==> src/rtl/mdio_pkg.sv <==
package mdio_pkg;

    localparam int PRE_BITS   = 32;
    localparam int TOTAL_BITS = 64;
    localparam int HDR_BITS   = 14;
    localparam int RD_DRIVEN  = PRE_BITS + HDR_BITS;
    localparam int BIT_W      = $clog2(TOTAL_BITS);

    typedef struct packed {
        logic             active;
        logic             wr;
        logic [BIT_W-1:0] bitn;
        logic [31:0]      shreg;
        logic [17:0]      capt;
        logic [15:0]      rdata;
        logic             done;
    } seq_state_t;

    function automatic logic [31:0] build_frame(input logic wr, input logic [4:0] phy,
                                                input logic [4:0] rg, input logic [15:0] wd);
        if (wr)
            return {2'b01, 2'b01, phy, rg, 2'b10, wd};
        else
            return {2'b01, 2'b10, phy, rg, 18'h3FFFF};
    endfunction

endpackage

==> src/rtl/mdio_clkgen.sv <==
module mdio_clkgen #(
    parameter int DIV_HALF = 4
) (
    input  logic clk,
    input  logic rst_n,
    input  logic run,
    output logic mdc_hi,
    output logic sample_stb,
    output logic bit_end
);
    localparam int PW = (2 * DIV_HALF > 2) ? $clog2(2 * DIV_HALF) : 1;
    localparam logic [PW-1:0] LAST = PW'(2 * DIV_HALF - 1);
    localparam logic [PW-1:0] HALF = PW'(DIV_HALF);
    localparam logic [PW-1:0] SAMP = PW'(DIV_HALF - 1);

    logic [PW-1:0] cnt_d, cnt_q;

    always_comb begin
        if (!run || cnt_q == LAST)
            cnt_d = '0;
        else
            cnt_d = cnt_q + 1'b1;
    end

    always_ff @(posedge clk) begin
        if (!rst_n)
            cnt_q <= '0;
        else
            cnt_q <= cnt_d;
    end

    assign mdc_hi     = run && (cnt_q >= HALF);
    assign sample_stb = run && (cnt_q == SAMP);
    assign bit_end    = run && (cnt_q == LAST);


    low_to_high_chk: assert property (@(posedge clk) disable iff (!rst_n)
        sample_stb |=> mdc_hi);

endmodule

==> src/rtl/mdio_seq.sv <==
module mdio_seq
    import mdio_pkg::*;
(
    input  logic        clk,
    input  logic        rst_n,
    input  logic        req_valid,
    input  logic        req_write,
    input  logic [4:0]  req_phy,
    input  logic [4:0]  req_reg,
    input  logic [15:0] req_wdata,
    input  logic        sample_stb,
    input  logic        bit_end,
    input  logic        mdio_i,
    output logic        active,
    output logic        done,
    output logic [15:0] rd_data,
    output logic        mdio_o,
    output logic        mdio_oe
);
    localparam logic [BIT_W-1:0] PRE_L  = BIT_W'(PRE_BITS);
    localparam logic [BIT_W-1:0] RDD_L  = BIT_W'(RD_DRIVEN);
    localparam logic [BIT_W-1:0] LAST_L = BIT_W'(TOTAL_BITS - 1);

    seq_state_t st_d, st_q;

    always_comb begin
        st_d      = st_q;
        st_d.done = 1'b0;
        if (!st_q.active) begin
            if (req_valid) begin
                st_d.active = 1'b1;
                st_d.wr     = req_write;
                st_d.bitn   = '0;
                st_d.shreg  = build_frame(req_write, req_phy, req_reg, req_wdata);
                st_d.capt   = '0;
            end
        end else begin
            if (sample_stb && !st_q.wr && st_q.bitn >= RDD_L)
                st_d.capt = {st_q.capt[16:0], mdio_i};
            if (bit_end) begin
                if (st_q.bitn >= PRE_L)
                    st_d.shreg = {st_q.shreg[30:0], 1'b0};
                if (st_q.bitn == LAST_L) begin
                    st_d.active = 1'b0;
                    st_d.done   = 1'b1;
                    if (!st_q.wr)
                        st_d.rdata = st_q.capt[15:0];
                end else begin
                    st_d.bitn = st_q.bitn + 1'b1;
                end
            end
        end
    end

    always_ff @(posedge clk) begin
        if (!rst_n)
            st_q <= '0;
        else
            st_q <= st_d;
    end

    assign active  = st_q.active;
    assign done    = st_q.done;
    assign rd_data = st_q.rdata;
    assign mdio_o  = st_q.active && ((st_q.bitn < PRE_L) || st_q.shreg[31]);
    assign mdio_oe = st_q.active && ((st_q.bitn < RDD_L) || st_q.wr);


    done_pulse_chk: assert property (@(posedge clk) disable iff (!rst_n)
        done |=> !done);


    busy_hold_chk: assert property (@(posedge clk) disable iff (!rst_n)
        (st_q.active && $past(st_q.active)) |-> $stable(st_q.wr));

endmodule

==> src/rtl/mdio_master.sv <==
module mdio_master #(
    parameter int DIV_HALF = 4
) (
    input  logic        clk,
    input  logic        rst_n,
    input  logic        req_valid,
    input  logic        req_write,
    input  logic [4:0]  req_phy,
    input  logic [4:0]  req_reg,
    input  logic [15:0] req_wdata,
    output logic        busy,
    output logic        done,
    output logic [15:0] rd_data,
    output logic        mdc,
    output logic        mdio_o,
    output logic        mdio_oe,
    input  logic        mdio_i
);
    logic run, sample_stb, bit_end, mdc_hi;

    mdio_clkgen #(.DIV_HALF(DIV_HALF)) u_clk (
        .clk        (clk),
        .rst_n      (rst_n),
        .run        (run),
        .mdc_hi     (mdc_hi),
        .sample_stb (sample_stb),
        .bit_end    (bit_end)
    );

    mdio_seq u_seq (
        .clk        (clk),
        .rst_n      (rst_n),
        .req_valid  (req_valid),
        .req_write  (req_write),
        .req_phy    (req_phy),
        .req_reg    (req_reg),
        .req_wdata  (req_wdata),
        .sample_stb (sample_stb),
        .bit_end    (bit_end),
        .mdio_i     (mdio_i),
        .active     (run),
        .done       (done),
        .rd_data    (rd_data),
        .mdio_o     (mdio_o),
        .mdio_oe    (mdio_oe)
    );

    assign busy = run;
    assign mdc  = mdc_hi;


    idle_quiet_chk: assert property (@(posedge clk) disable iff (!rst_n)
        !busy |-> (!mdc && !mdio_oe));


    data_hold_chk: assert property (@(posedge clk) disable iff (!rst_n)
        (mdc && $past(mdc)) |-> ($stable(mdio_o) && $stable(mdio_oe)));


    busy_done_chk: assert property (@(posedge clk) disable iff (!rst_n)
        $fell(busy) |-> done);

endmodule

==> config.mk <==
export PLATFORM = sky130hd
export DESIGN_NAME = mdio_master
export DESIGN_NICKNAME = d
export VERILOG_FILES = /design/src/rtl/mdio_pkg.sv /design/src/rtl/mdio_clkgen.sv /design/src/rtl/mdio_seq.sv /design/src/rtl/mdio_master.sv
export SDC_FILE = /design/constraint.sdc
export NUM_CORES = 1
export LEC_CHECK = 0
export ABC_AREA = 1
export ABC_CLOCK_PERIOD_IN_PS = 1900
export BUFFER_PORTS_ARGS = -buffer_cell sky130_fd_sc_hd__buf_2
export CAP_MARGIN = 10
export CORE_ASPECT_RATIO = 1.1
export CORE_MARGIN = 1
export CORE_UTILIZATION = 33
export CTS_CLUSTER_SIZE = 20
export DETAILED_ROUTE_END_ITERATION = 10
export GPL_TIMING_DRIVEN = 0
export PLACE_DENSITY = 0.53
export SLEW_MARGIN = 20
export SYNTH_ARGS = -nofsm -noshare
export SYNTH_HDL_FRONTEND = slang
export SYNTH_SLANG_ARGS = --single-unit
==> constraint.sdc <==
create_clock -name clk -period 1.9 [get_ports clk]
set_clock_uncertainty 0.1 [all_clocks]
set_input_delay 0.38 -clock clk [delete_from_list [all_inputs] [get_ports clk]]
set_output_delay 0.38 -clock clk [all_outputs]
set_load 0.005 [all_outputs]
==> flow_summary.ini <==
[flow_run]
drv_cap = 0

[floorplanning]
fp.dieW_um = 96.8
core_area_um2 = 9490
dieArea_um2 = 10300
die_h_um = 106
initial_core_util = 0.344
rows = 37
ios = 52

[setup_path]
cp-start-kind = flop
cp.arrival_ps = 1360
endpoint_kind = output pin
r2r_start = u_clk.cnt_q[0]$_SDFF_PP0_
r2r_cells = 9
ff2ff_setup_slack_ps = 130
worstSetupPathType = reg2out
cp_max_fo = 19
reg2reg_to = u_seq.st_q[37]$_SDFFE_PN0P_
cp.required_ps = 1420

[timing]
rsz0062_at_grt = true
slew_headroom = 0.635
setup_tns_ps = 0
tightest_slew_ps = 547
finalSetupViolCount = 0
fin_crit_ps = 1840
hold_violations = 0
whs_ps = 200
max_freq_ghz = 0.545
period_share = 0.966
drv_slew = 0
worst_slack_ps = 64.4

[cts]
cts_hold_buf = 0
clk_pin_slew_ps = 80
cts_made_buffers = 9
h-tree-depth = 3
insertion_delay_ps = 350
cts_max_path_buffers = 2
cts_root_buf = clkbuf_8
cts_sinks = 76
cts_tree = done

[grt]
antenna_found_initial = 0
grt-ovfl-total = 0
grt_pass1_vias = 2985
grt_pass1_wl_mm = 13.7
track_usage = 0.166
grt_max_degree = 20

[min_path]
holdPathStages = 3
min_from = mdio_i
hold_path.class = in2reg
whs_endpoint = u_seq.st_q[17]$_SDFFE_PN0P_

[cells_and_area]
final_area_um2 = 3960
mostFrequentLayoutCells = dfxtp_1 (70), nand3_1 (68), nand2_1 (61)
areaGrowthSynthToFinish_pct = 21.3
drive_gt1_frac = 0.250
final_util = 0.417
final_cells = 597
layout.nets = 512
nFillCells = 987
final_common_cell = dfxtp_1
n_antenna_cell = 0

[logic_synthesis]
yosys.area.top_type = dfxtp_1
ys_ff_latch = 76
postSynthAreaPerCell_um2 = 7.92
ys_types = 26
ys_seq_area_frac = 0.466
yosysWarnings = 0
synthCells = 412
syn-num-nets = 448
syn_area_um2 = 3260
ys_top_cells_by_area = dfxtp_1 (47%), nand3_1 (10%), a21oi_1 (8.4%)
netlist.area_leader.share = 0.466

[placement]
placed_area_um2 = 3660
numPortBuffers = 51
dp_slack_ps = -26.9
place.gp.congestion = 0.816
dpl.cell_count = 580
dp_hpwl_mm = 5.65

[drt]
drc = 0
via_per_inst = 5.14
routedLengthMet1_mm = 3.62
routed.top_layer = met4
vias = 3067
drt-initial-drc-count = 158
drt-total-wl_mm = 7.98
wl_per_cell_um = 13.4
dr_wl_met2_mm = 3.88
first_pass_iters = 5
wl_met3_um = 350
ant_nets = 0

[power_and_ir_drop]
power.switching_uw = 771
p_int_mw = 2.45
power.density_nw_per_um2 = 814
sw_frac_of_total = 0.239
leakagePower_nw = 1.56
pwr-share-clk = 0.399
seqPwrFrac = 0.521
ir_drop_v = 0.000357
fin_total_pwr_mw = 3.22
combinationalPowerShare = 0.080

[outcome]
status = finished clean
## metal layers
layer,track usage,up-vias
li1,-,1531
met1,0.204,1457
met2,0.276,69
met3,0.0414,10
met4,0.0704,0
met5,0,-
## state kept, by name (all words and copies together), names as in the netlist
register	cells
u_clk.cnt_q	3
u_seq.active	1
u_seq.done	1
u_seq.rd_data	16
u_seq.st_q	55
## power groups by stage
stage | logic, mW | clock network, mW | registers, mW
after floorplan | 0.166 | 0 | 1.70
after global routing | 0.292 | 1.39 | 1.68
after global placement | 0.257 | 0 | 1.71
after CTS | 0.263 | 1.33 | 1.68
after detailed placement | 0.262 | 0 | 1.71
final | 0.259 | 1.28 | 1.68
## worst max path at each step
stage                                     start                       endpoint  slack (ps)  cells after the start
floorplan             u_clk.cnt_q[0]$_SDFF_PP0_    u_seq.st_q[44]$_SDFFE_PN0P_         250                      9
global placement                          rst_n  u_seq.rd_data[3]$_SDFFE_PN0P_           2                      5
detailed placement    u_clk.cnt_q[0]$_SDFF_PP0_    u_seq.st_q[37]$_SDFFE_PN0P_         -30                      9
CTS                 u_seq.st_q[71]$_SDFFE_PN0P_                        mdio_oe          20                      5
global route            u_seq.active$_SDFF_PN0_                            mdc         -30                      4
finish                  u_seq.active$_SDFF_PN0_                            mdc          60                      4
## cell type report
type | count | area [um2] | area share
clock buffers | 14 | 173 | 0.0436
repair buffers | 55 | 285 | 0.0721
clock inverters | 1 | 30.0 | 0.00759
inverters | 17 | 71.3 | 0.0180
plain buffers | 40 | 264 | 0.0667
well taps | 117 | 146 | 0.0370
flip-flops and latches | 76 | 1530 | 0.387
multi-input cells | 277 | 1460 | 0.368
## critical path, stage by stage, from the launching register on
cell     delay, ps
dfxtp_1        460
buf_4          300
nand2_1         90
inv_1           60
buf_2          100
## cells by family (layout without fill, tap and decap cells)
| kind of cell | Yosys count | after routing | synth area share |
|---|---|---|---|
| xor+xnor | 1 | 1 | 0.00269 |
| flops | 76 | 76 | 0.466 |
| compound gates | 113 | 113 | 0.189 |
| fa+ha+maj | 5 | 5 | 0.0192 |
| buf+inv | 59 | 127 | 0.0986 |
| simple gates | 158 | 158 | 0.224 |
## synth_stat cells
cell type,n
dfxtp_1,76
nand3_1,68
nand2_1,62
a21oi_1,55
o21ai_0,28
buf_4,19
nor2_1,19
a31oi_1,17
inv_1,12
clkbuf_1,11
a22oi_1,10
buf_2,5
ha_1,5
buf_1,4
inv_2,4
buf_6,3
nand2_2,3
nor2_2,2
nor2_4,2
clkinv_1,1
nand2_4,1
nor2_8,1
o211ai_1,1
o21ai_1,1
o21ai_2,1
xor2_1,1
## what timing repair did
action / in CTS / in global routing
resized for setup: 13 / 13
endpoints found under the setup margin: 22 / 52
pin swaps: 2 / 0
buffers inserted: 2 / 2
gates cloned: 0 / 0
Note: power is estimated with default switching activity, not from simulation.
